<file path="src/rtl/brs_pkg.sv">
package brs_pkg;
    typedef enum logic {
        BRK_BEFORE = 1'b0,
        BRK_AFTER  = 1'b1
    } brk_mode_e;

    typedef enum logic [1:0] {
        SRC_MATCH = 2'd0,
        SRC_HIST  = 2'd1,
        SRC_SEQ   = 2'd2,
        SRC_TGT   = 2'd3
    } ret_src_e;

    typedef enum logic {
        ST_IDLE = 1'b0,
        ST_EMIT = 1'b1
    } brs_state_e;
endpackage

</file>
<file path="src/rtl/brs_history.sv">
module brs_history #(
    parameter int AW = 32
) (
    input  logic          clk,
    input  logic          rst_n,
    input  logic          issue_vld,
    input  logic [AW-1:0] issue_addr,
    output logic [AW-1:0] prev_addr
);
    always_ff @(posedge clk) begin
        if (!rst_n)         prev_addr <= '0;
        else if (issue_vld) prev_addr <= issue_addr;
    end

    assert_hist_load_R7: assert property (@(posedge clk) disable iff (!rst_n)
        issue_vld |=> prev_addr == $past(issue_addr));
endmodule

</file>
<file path="src/rtl/brs_select.sv">
module brs_select
    import brs_pkg::*;
#(
    parameter int AW         = 32,
    parameter int ILEN_BYTES = 2
) (
    input  brk_mode_e     mode,
    input  logic          is_dbr,
    input  logic          in_slot,
    input  logic [AW-1:0] match_addr,
    input  logic [AW-1:0] hist_addr,
    input  logic [AW-1:0] target,
    output logic [AW-1:0] sel_addr
);
    localparam logic [AW-1:0] STEP = AW'(ILEN_BYTES);

    ret_src_e src;

    always_comb begin
        unique case (mode)
            BRK_BEFORE: src = in_slot ? SRC_HIST : SRC_MATCH;
            BRK_AFTER:  src = (is_dbr || in_slot) ? SRC_TGT : SRC_SEQ;
            default:    src = SRC_MATCH;
        endcase
    end

    always_comb begin
        unique case (src)
            SRC_MATCH: sel_addr = match_addr;
            SRC_HIST:  sel_addr = hist_addr;
            SRC_SEQ:   sel_addr = match_addr + STEP;
            SRC_TGT:   sel_addr = target;
            default:   sel_addr = match_addr;
        endcase
    end
endmodule

</file>
<file path="src/rtl/brs_top.sv">
module brs_top
    import brs_pkg::*;
#(
    parameter int AW         = 32,
    parameter int ILEN_BYTES = 2
) (
    input  logic          clk,
    input  logic          rst_n,
    input  logic          issue_vld,
    input  logic [AW-1:0] issue_addr,
    input  logic          brk_req,
    input  logic          brk_mode,
    input  logic [AW-1:0] match_addr,
    input  logic          match_is_dbr,
    input  logic          match_in_slot,
    input  logic [AW-1:0] branch_target,
    output logic [AW-1:0] ret_addr,
    output logic          ret_vld
);
    localparam logic [AW-1:0] STEP = AW'(ILEN_BYTES);

    brs_state_e   state, state_nx;
    logic [AW-1:0] hist_addr;
    logic [AW-1:0] sel_addr;

    brs_history #(.AW(AW)) u_hist (
        .clk        (clk),
        .rst_n      (rst_n),
        .issue_vld  (issue_vld),
        .issue_addr (issue_addr),
        .prev_addr  (hist_addr)
    );

    brs_select #(.AW(AW), .ILEN_BYTES(ILEN_BYTES)) u_sel (
        .mode       (brk_mode_e'(brk_mode)),
        .is_dbr     (match_is_dbr),
        .in_slot    (match_in_slot),
        .match_addr (match_addr),
        .hist_addr  (hist_addr),
        .target     (branch_target),
        .sel_addr   (sel_addr)
    );

    always_comb begin
        unique case (state)
            ST_IDLE: state_nx = brk_req ? ST_EMIT : ST_IDLE;
            ST_EMIT: state_nx = brk_req ? ST_EMIT : ST_IDLE;
            default: state_nx = ST_IDLE;
        endcase
    end

    always_ff @(posedge clk) begin
        if (!rst_n) state <= ST_IDLE;
        else        state <= state_nx;
    end

    always_ff @(posedge clk) begin
        if (!rst_n)       ret_addr <= '0;
        else if (brk_req) ret_addr <= sel_addr;
    end

    assign ret_vld = (state == ST_EMIT);

    assert_vld_after_req_R5: assert property (@(posedge clk) disable iff (!rst_n)
        brk_req |=> ret_vld);
    assert_no_vld_idle_R5: assert property (@(posedge clk) disable iff (!rst_n)
        !brk_req |=> !ret_vld);
    assert_hold_addr_R6: assert property (@(posedge clk) disable iff (!rst_n)
        !brk_req |=> $stable(ret_addr));
    assert_before_plain_R1: assert property (@(posedge clk) disable iff (!rst_n)
        (brk_req && !brk_mode && !match_in_slot) |=> ret_addr == $past(match_addr));
    assert_after_seq_R3: assert property (@(posedge clk) disable iff (!rst_n)
        (brk_req && brk_mode && !match_is_dbr && !match_in_slot)
            |=> ret_addr == $past(match_addr) + STEP);
    assert_after_tgt_R4: assert property (@(posedge clk) disable iff (!rst_n)
        (brk_req && brk_mode && (match_is_dbr || match_in_slot))
            |=> ret_addr == $past(branch_target));
endmodule

</file>
<file path="config.mk">
export PLATFORM = sky130hd
export DESIGN_NAME = brs_top
export DESIGN_NICKNAME = d
export VERILOG_FILES = /design/src/rtl/brs_pkg.sv /design/src/rtl/brs_history.sv /design/src/rtl/brs_select.sv /design/src/rtl/brs_top.sv
export SDC_FILE = /design/constraint.sdc
export NUM_CORES = 1
export LEC_CHECK = 0
export BUFFER_PORTS_ARGS = -buffer_cell sky130_fd_sc_hd__clkbuf_2
export CORE_MARGIN = 5
export CORE_UTILIZATION = 35
export CTS_BUF_LIST = sky130_fd_sc_hd__clkbuf_8
export DETAILED_ROUTE_END_ITERATION = 10
export PLACE_DENSITY = 0.59
export SLEW_MARGIN = 20
export SYNTH_ARGS = -nofsm -noshare
export SYNTH_HDL_FRONTEND = slang
export SYNTH_SLANG_ARGS = --single-unit
export TNS_END_PERCENT = 20
</file>
<file path="constraint.sdc">
create_clock -name clk -period 4.37 [get_ports clk]
set_clock_uncertainty 0.2 [all_clocks]
set_input_delay 0.874 -clock clk [delete_from_list [all_inputs] [get_ports clk]]
set_output_delay 0.874 -clock clk [all_outputs]
set_load 0.02 [all_outputs]
</file>
==> results of run 1 <==
[flip-flops by register name, summed over array words and instances (netlist names)]
register and flops:
ret_vld 1, ret_addr 32, u_hist.prev_addr 32
[cells in the mapped netlist, drive strengths merged]
cell type	count	area share [%]
mux2i	53	13
and3	3	0.48
nand3b	1	0.19
o211a	1	0.25
or2	3	0.48
o22a	1	0.22
nor2b	38	6.0
ha	1	0.32
o21ai	38	4.9
nor4	5	1.6
o31ai	1	0.19
mux2	17	4.8
a31oi	8	1.3
o2111ai	1	0.22
clkbuf	16	1.6
nand2b	3	0.48
xnor2	5	1.1
nor3	5	0.63
nor2	16	1.6
nand3	19	2.4
buf	20	2.4
a21boi	4	0.76
a211oi	4	0.76
o211ai	7	1.3
o21a	2	0.38
a21oi	12	1.5
xor2	17	3.8
a22o	1	0.22
dfxtp	65	33
nand4	13	2.8
a21o	1	0.19
o221ai	4	0.89
and3b	1	0.22
a311o	1	0.25
a2bb2oi	1	0.22
and2	3	0.48
o22ai	17	2.7
and4	1	0.22
inv	6	0.57
nand2	55	5.2
[layer usage]
metal / wire length (microns) / track usage [%] / part of all wire [%]
met1: 6190 / 27.7 / 47
met2: 5810 / 28.5 / 44
met3: 901 / 4.40 / 6.8
met4: 273 / 7.42 / 2.1
met5: 0 / 0 / 0
[cell families after synthesis]
family                     count (synthesis)  synth area share, %
adders and majority gates                  1                0.317
DFF                                       65                 33.0
AOI/OAI and AO/OA                        104                 16.3
buffers and inverters                     42                 4.50
muxes                                     70                 18.3
and+or+nand+nor                          166                 22.8
xor gates and xnor gates                  22                 4.88
[layout make-up]
| class | count | area share, % |
|---|---|---|
| multi-input combinational | 363 | 50.8 |
| inverter | 6 | 0.463 |
| timing repair buffer | 142 | 15.0 |
| clock inverter | 3 | 0.232 |
| tap | 140 | 3.60 |
| clock buffer | 11 | 3.12 |
| sequential | 65 | 26.8 |
[power breakdown]
group | total (mW) | switching [mW] | internal, mW
clock | 0.454 | 0.229 | 0.225
combinational | 0.322 | 0.184 | 0.137
sequential | 0.655 | 0.0230 | 0.632
total | 1.43 | 0.437 | 0.994
[worst paths after layout]
path | start | end
worst max-delay path | brk_mode | ret_addr[10]$_SDFFE_PN0P_
worst min register to register | ret_addr[5]$_SDFFE_PN0P_ | ret_addr[5]$_SDFFE_PN0P_
worst max register to register | u_hist.prev_addr[6]$_SDFFE_PN0P_ | ret_addr[6]$_SDFFE_PN0P_
worst min-delay path | ret_addr[5]$_SDFFE_PN0P_ | ret_addr[5]$_SDFFE_PN0P_
[per-stage QoR]
step	cell area, sq um	setup WS [ns]	hold WS [ns]
after floorplan	3950	2.01	0.274
after global placement	4700	1.30	0.260
after detailed placement	4700	1.24	0.269
after CTS	4860	1.60	0.279
after global routing	4860	1.41	0.308
final	4860	1.58	0.278
[worst max-delay path, delay by kind of cell]
kind                   cells  cell delay (ns)
buffers and inverters      1             0.64
AO/OA/AOI/OAI              1             0.43
AND/OR/NAND/NOR            3             0.92
[cell usage in the layout (no fill, tap or decap), types with 2 or more instances in the layout]
master / instances
o221ai_1: 4
nor2_1: 15
a21oi_1: 12
mux2i_1: 53
nand2_1: 55
clkbuf_2: 135
dfxtp_1: 65
a211oi_1: 4
nand4_1: 11
nand3_1: 19
nand4_4: 2
o21ai_1: 8
xor2_1: 17
clkbuf_8: 11
a21boi_0: 4
o21ai_0: 29
inv_1: 9
nor4_1: 3
nor3_1: 5
or2_2: 2
nor4_4: 2
o22ai_1: 17
nand2b_1: 3
o211ai_1: 7
a31oi_1: 8
buf_4: 7
nor2b_1: 38
and3_1: 3
o21a_1: 2
mux2_2: 17
and2_1: 2
xnor2_1: 5
==> impl_metrics.ini, run 1 <==
[clock_network]
postCtsResizedCells = 0
cts_setup_buffers = 0
clk_latency_ns = 0.35
cts_buffers = 9
clock_path_buffers = 2
hold_buffers = 0
cts_tree = built
h-tree-depth = 3
root_buffer = clkbuf_8
numClockSinks = 65
path_clk_slew_ns = 0.07

[global_route]
grt_usage_pct = 19.4
grt_pass1_wl_mm = 20.1
first_global_vias = 3708
grt_max_degree = 63
antenna_found_initial = 0
grt_overflow = 0

[timing]
final-max-slew-violation-count = 0
tns_ns = 0
finalCritPeriodShare_pct = 63.9
setup_viol = 0
relSlewSlack_pct = 42.5
fin_crit_ns = 2.79
grt_setup_unrepaired = false
fmax_ghz = 0.358
hold_violations = 0
tightest_slew_ns = 0.863

[layout]
post-route-util_pct = 44.4
regArea_sq_um = 1300
areaGrowthSynthToFinish_pct = 23.1
nets = 691
drive_gt1_share_pct = 30.2
diodes = 0
multiInputGateArea_sq_um = 2470
stdcell_count = 730
fillers = 1124

[die]
ios = 136
dieHeight_microns = 116
rows = 38
fp.dieArea_sq_um = 13500
core-area_sq_um = 10900
initial_core_util_pct = 36.1
die_w_microns = 116

[routing]
dr.pass1.iters = 4
wl_mm = 13.2
first_iter_violations = 309
vias_per_cell = 5.28
vias = 3855
ant_nets = 0
wl_per_cell_microns = 18.0
drc = 0

[placed_design]
dp_cells = 716
place_hpwl_mm = 9.57
io_buffers = 135
gp_congestion = 0.878

[worst_setup_path]
r2r_cells = 5
crit_chain = clkbuf_2 -> and2_0 -> nand2_1 -> a311o_1 -> nand3_1
cp.arrival_ns = 2.89
worstSetupStartpointType = primary input
end_kind = flop
cp.required_ns = 4.47
rrSetupSlack_ns = 2.95
crit_path_max_incr_delay_ns = 0.64
crit_slowest_cell = clkbuf_2
critPathKind = primary input to flop
crit_fanout = 41

[power_and_ir_drop]
power.total_mw = 1.43
peakVddDrop_v = 0.000149
p_leak_nw = 2.18
p_per_area_nw_per_um2 = 294

[synth]
synth_area_sq_um = 3950
yosysSeqAreaShare_pct = 33.0
syn_area_per_cell_sq_um = 8.40
synth_fp_nets = 574
ys_seq_elements = 65
ys_types = 50
ys_warn_count = 0
netlist_instances = 470

[min_path]
holdCritPathClass = flop to flop
holdPathStages = 2

[status]
status = finished, final reports clean

[job]
max_cap_viol_count = 0
No activity file was read; power rests on OpenSTA's default activity.
==> inputs of run 2 (changes only) <==
--- a/config.mk
+++ b/config.mk
@@ -10,7 +10,7 @@
 export CORE_UTILIZATION = 35
 export CTS_BUF_LIST = sky130_fd_sc_hd__clkbuf_8
 export DETAILED_ROUTE_END_ITERATION = 10
-export PLACE_DENSITY = 0.59
+export PLACE_DENSITY = 0.62
 export SLEW_MARGIN = 20
 export SYNTH_ARGS = -nofsm -noshare
 export SYNTH_HDL_FRONTEND = slang
==> constraint.sdc (replaced) <==
create_clock -name clk -period 2.48 [get_ports clk]
set_clock_uncertainty 0.2 [all_clocks]
set_input_delay 0.496 -clock clk [delete_from_list [all_inputs] [get_ports clk]]
set_output_delay 0.496 -clock clk [all_outputs]
set_load 0.02 [all_outputs]
==> impl_metrics.ini, run 2 (synthesis gave the netlist of run 1 again) <==
[worst_setup_path]
cp.arrival_ns = 2.14
end_kind = flop
rrSetupSlack_ns = 1.03
crit_fanout = 8
r2r_end = ret_addr[4]$_SDFFE_PN0P_
critPathKind = primary input to flop
crit_chain = clkbuf_2 -> ha_1 -> nand3_1 -> nor4_4 -> nand3_1 -> xor2_1 -> o21ai_1
cp.required_ns = 2.56
r2r_cells = 5
timing.rr.start = u_hist.prev_addr[4]$_SDFFE_PN0P_
crit_slowest_cell = nor4_4
crit_family = simple AND/OR/NAND/NOR gates
crit_path_max_incr_delay_ns = 0.58
path_common_cell = nand3_1
cp.buffers_inverters = 1
worstSetupStartpointType = primary input
critPathLaunch = match_addr[1]

[global_route]
antenna_found_initial = 0
grt_pass1_wl_mm = 20.4
grtUsageMet2_pct = 30.5
grt_max_degree = 63
global_route.usage.met1_pct = 26.0
grt_overflow = 0
first_global_vias = 3877
grt_usage_pct = 19.3
met3_usage_pct = 4.25
grt.busiest_layer = met2

[layout]
final_common_cell = clkbuf_2
layout_common_cells = 135 x clkbuf_2, 65 x dfxtp_1, 55 x nand2_1, 53 x mux2i_1, 38 x nor2b_1
diodes = 0
drive_gt1_share_pct = 31.3
stdcell_area_sq_um = 4920
areaGrowthSynthToFinish_pct = 24.7
nets = 698
post-route-util_pct = 45.0

[min_path]
holdPathStages = 3
holdCritPathClass = primary input to flop
hp-start = issue_addr[18]
min_to = u_hist.prev_addr[18]$_SDFFE_PN0P_

[timing]
fmax_ghz = 0.484
tightest_slew_ns = 0.584
final-max-slew-violation-count = 0
tns_ns = 0
hold-worst-slack_ns = 0.210
finalCritPeriodShare_pct = 83.2
grt_setup_unrepaired = false
fin_crit_ns = 2.06
hold_violations = 0
relSlewSlack_pct = 61.0
setup_viol = 0

[die]
rows = 38
dieHeight_microns = 116
initial_core_util_pct = 36.1
ios = 136
core-area_sq_um = 10900
fp.dieArea_sq_um = 13500
die_w_microns = 116

[placed_design]
io_buffers = 135
placed_cell_area_sq_um = 4760
place_hpwl_mm = 9.78
gp_congestion = 0.912

[routing]
dr.pass1.iters = 4
wl_mm = 13.0
wl_per_cell_microns = 17.6
drc = 0
ant_nets = 0
first_iter_violations = 218
vias = 3860
vias_per_cell = 5.23

[clock_network]
cts_setup_buffers = 0
cts_buffers = 9
clk_latency_ns = 0.34
root_buffer = clkbuf_8
postCtsResizedCells = 0
hold_buffers = 0
h-tree-depth = 3
cts_tree = built
clock_path_buffers = 2
numClockSinks = 65
path_clk_slew_ns = 0.07

[power_and_ir_drop]
p_per_area_nw_per_um2 = 509
peakVddDrop_v = 0.000312
power.total_mw = 2.51
p_leak_nw = 2.22

[status]
status = finished, final reports clean

[job]
max_cap_viol_count = 0
run 2: changes by cell type in the layout (fill, tap and decap cells not counted), sizes merged:
cell,previous run,this run
buf,7,14
clkbuf,146,145
inv,9,8
clkinvlp,0,1
clkinv,0,2
run 2: per-layer routing:
layer	up-vias	share of wire, %
li1	1930	-
met1	1785	45
met2	120	46
met3	25	7.0
met4	0	2.3
met5	-	0
run 2: worst max-delay path by stage:
stage | to | cells after the start | slack (ns)
4_1_cts | ret_addr[23]$_SDFFE_PN0P_ | 7 | 0.44
2_1_floorplan | ret_addr[23]$_SDFFE_PN0P_ | 6 | 0.50
3_3_place_gp | ret_addr[23]$_SDFFE_PN0P_ | 7 | 0.08
3_5_place_dp | ret_addr[23]$_SDFFE_PN0P_ | 7 | 0.06
5_1_grt | ret_addr[31]$_SDFFE_PN0P_ | 7 | 0.27
6_report | ret_addr[31]$_SDFFE_PN0P_ | 7 | 0.42
run 2: power breakdown:
| part | switching, mW | internal, mW | total [mW] |
|---|---|---|---|
| sequential | 0.0434 | 1.11 | 1.16 |
| clock | 0.403 | 0.374 | 0.777 |
| combinational | 0.322 | 0.250 | 0.572 |
run 2: layout make-up:
class                      count  area [sq um]
clock buffer                  10           138
inverter                       6          22.5
multi-input combinational    363          2470
sequential                    65          1300
tap                          140           175
clock inverter                 5          25.0
fill                        1128          6010
timing repair buffer         149           793
run 2: worst reg2reg max path: cells and delay by family, from the launching register on:
kind | cells | cell delay [ns]
AOI/OAI and AO/OA | 4 | 0.69
DFF | 1 | 0.32
and+or+nand+nor | 1 | 0.13
run 2: through the flow:
stage,cells,worst slack (ns)
2_1_floorplan,470,0.501
3_3_place_gp,723,0.0837
3_5_place_dp,723,0.0620
4_1_cts,738,0.440
5_1_grt,738,0.273
6_report,738,0.416
==> inputs of run 3 (changes only) <==
--- a/config.mk
+++ b/config.mk
@@ -5,12 +5,13 @@
 export SDC_FILE = /design/constraint.sdc
 export NUM_CORES = 1
 export LEC_CHECK = 0
+export ABC_AREA = 1
 export BUFFER_PORTS_ARGS = -buffer_cell sky130_fd_sc_hd__clkbuf_2
 export CORE_MARGIN = 5
 export CORE_UTILIZATION = 35
 export CTS_BUF_LIST = sky130_fd_sc_hd__clkbuf_8
 export DETAILED_ROUTE_END_ITERATION = 10
-export PLACE_DENSITY = 0.62
+export PLACE_DENSITY = 0.59
 export SLEW_MARGIN = 20
 export SYNTH_ARGS = -nofsm -noshare
 export SYNTH_HDL_FRONTEND = slang
==> constraint.sdc (replaced) <==
create_clock -name clk -period 2 [get_ports clk]
set_clock_uncertainty 0.2 [all_clocks]
set_input_delay 0.4 -clock clk [delete_from_list [all_inputs] [get_ports clk]]
set_output_delay 0.4 -clock clk [all_outputs]
set_load 0.02 [all_outputs]
==> impl_metrics.ini, run 3 <==
[synth]
ys_seq_elements = 65
synthTopCellsByCount = 193 x nand2_1, 71 x a21oi_1, 68 x inv_1
netlist_instances = 659
synth-edff-count = 0
yosysSeqAreaShare_pct = 32.2
synthTopCellsByArea = dfxtp_1 32%, nand2_1 18%, a21oi_1 8.8%, nand3_1 6.7%, o21ai_0 6.7%
synthDominantCellAreaShare_pct = 32.2
syn_area_per_cell_sq_um = 6.14
synth_area_sq_um = 4050
ys_types = 29
async_reset_ff_share_pct = 0
ys_dominant_reg_cell = dfxtp_1
synth_fp_nets = 763
ys_warn_count = 0
synth_most_common_cell = nand2_1
yosys.area.top_type = dfxtp_1

[routing]
drc = 0
first_iter_violations = 302
wl_per_cell_microns = 14.8
wl_mm = 13.9
dr.pass1.iters = 5
vias_per_cell = 4.93
vias = 4620
ant_nets = 0

[layout]
areaGrowthSynthToFinish_pct = 26.5
diodes = 0
stdcell_area_sq_um = 5120
layout_common_cells = 193 x nand2_1, 135 x clkbuf_2, 71 x a21oi_1, 70 x inv_1, 66 x nor2_1
final_common_cell = nand2_1
stdcell_count = 938
nets = 895
drive_gt1_share_pct = 24.5
post-route-util_pct = 45.0

[power_and_ir_drop]
p_leak_nw = 2.48
power.total_mw = 3.31
peakVddDrop_v = 0.000263
p_per_area_nw_per_um2 = 646

[global_route]
antenna_found_initial = 0
grt_pass1_wl_mm = 22.8
grt_overflow = 0
first_global_vias = 4704
grt_max_degree = 54
grt_usage_pct = 20.0

[timing]
fmax_ghz = 0.636
hold_violations = 0
tightest_slew_ns = 0.441
setup_viol = 0
tns_ns = 0
relSlewSlack_pct = 70.6
final-max-slew-violation-count = 0
timing.final.ws_setup_ns = 0.426
fin_crit_ns = 1.57
hold-worst-slack_ns = 0.0732
grt_setup_unrepaired = false
finalCritPeriodShare_pct = 78.7

[worst_setup_path]
worstSetupStartpointType = primary input
critPathKind = primary input to flop
cp.required_ns = 2.08
end_kind = flop
crit_fanout = 7
cp.arrival_ns = 1.65

[placed_design]
gp_congestion = 0.889
pre_cts_ws_ns = 0.0711
io_buffers = 135
place_hpwl_mm = 11.0
dp_cells = 923
placed_cell_area_sq_um = 4920

[clock_network]
postCtsResizedCells = 0
clk_latency_ns = 0.34
root_buffer = clkbuf_8
cts_tree = built
hold_buffers = 0
cts_buffers = 9
clock_path_buffers = 2
h-tree-depth = 3
path_clk_slew_ns = 0.07
cts_setup_buffers = 0
numClockSinks = 65

[die]
ios = 136
core-area_sq_um = 11400
dieHeight_microns = 118
initial_core_util_pct = 35.6
die_w_microns = 118
rows = 39
fp.dieArea_sq_um = 13800

[status]
status = finished, final reports clean

[min_path]
holdCritPathClass = primary input to flop

[job]
max_cap_viol_count = 0
[run 3: changes by cell type in the layout (fill, tap and decap cells not counted), moves of 35 or more]
cell     change
nand2_1    +138
inv_1       +62
a21oi_1     +59
mux2i_1     -53
nor2_1      +51
nor2b_1     -38
nand3_1     +35
[run 3: path summary, 6_finish.rpt]
kind                                                        start                                 to  slack (ns)  cells past startpoint
worst max-delay path                                match_addr[2]          ret_addr[21]$_SDFFE_PN0P_        0.43                     12
worst min-delay path                                issue_addr[9]   u_hist.prev_addr[9]$_SDFFE_PN0P_        0.07                      3
worst max register to register  u_hist.prev_addr[28]$_SDFFE_PN0P_          ret_addr[28]$_SDFFE_PN0P_        0.82                      6
worst min register to register  u_hist.prev_addr[25]$_SDFFE_PN0P_  u_hist.prev_addr[25]$_SDFFE_PN0P_        0.26                      2
[run 3: logic make-up (layout without fill, tap and decap cells)]
logic type	count (synthesis)	count (layout)	synth area share (%)
buffers and inverters	104	240	10.3
flip-flops	65	65	32.2
AO/OA/AOI/OAI	149	149	20.2
AND/OR/NAND/NOR	340	340	37.1
adder cells (fa/ha/maj)	1	1	0.309
[run 3: critical path, cell delays in order]
cell	delay, ns
clkbuf_2	0.12
ha_1	0.18
nand2_2	0.11
nor2_8	0.15
nand2_4	0.11
nor2_4	0.18
nand2_1	0.07
nand2_1	0.06
nand3_1	0.06
nand2_1	0.06
nand2_1	0.04
a21oi_1	0.11
[run 3: power by group]
part | internal (mW) | total (mW) | leakage (nW) | switching (mW)
registers | 1.38 | 1.42 | 0.538 | 0.0405
clock network | 0.629 | 1.16 | 0.104 | 0.529
logic | 0.271 | 0.726 | 1.84 | 0.455
total | 2.28 | 3.31 | 2.48 | 1.02
[run 3: layout make-up]
cell class / count / area (sq um)
clock buffer: 11 / 151
clock inverter: 4 / 45.0
fill: 1240 / 6250
inverter: 74 / 279
multi-input combinational: 490 / 2330
sequential: 65 / 1300
tap: 143 / 179
timing repair buffer: 151 / 833
[run 3: layer usage]
| layer | vias to the layer above | global-route usage [%] | part of all wire [%] |
|---|---|---|---|
| met2 | 131 | 31.8 | 46 |
| met4 | 0 | 7.53 | 2.2 |
| met3 | 22 | 4.13 | 5.3 |
| met5 | - | 0 | 0 |
| met1 | 2074 | 26.8 | 47 |
| li1 | 2393 | - | - |
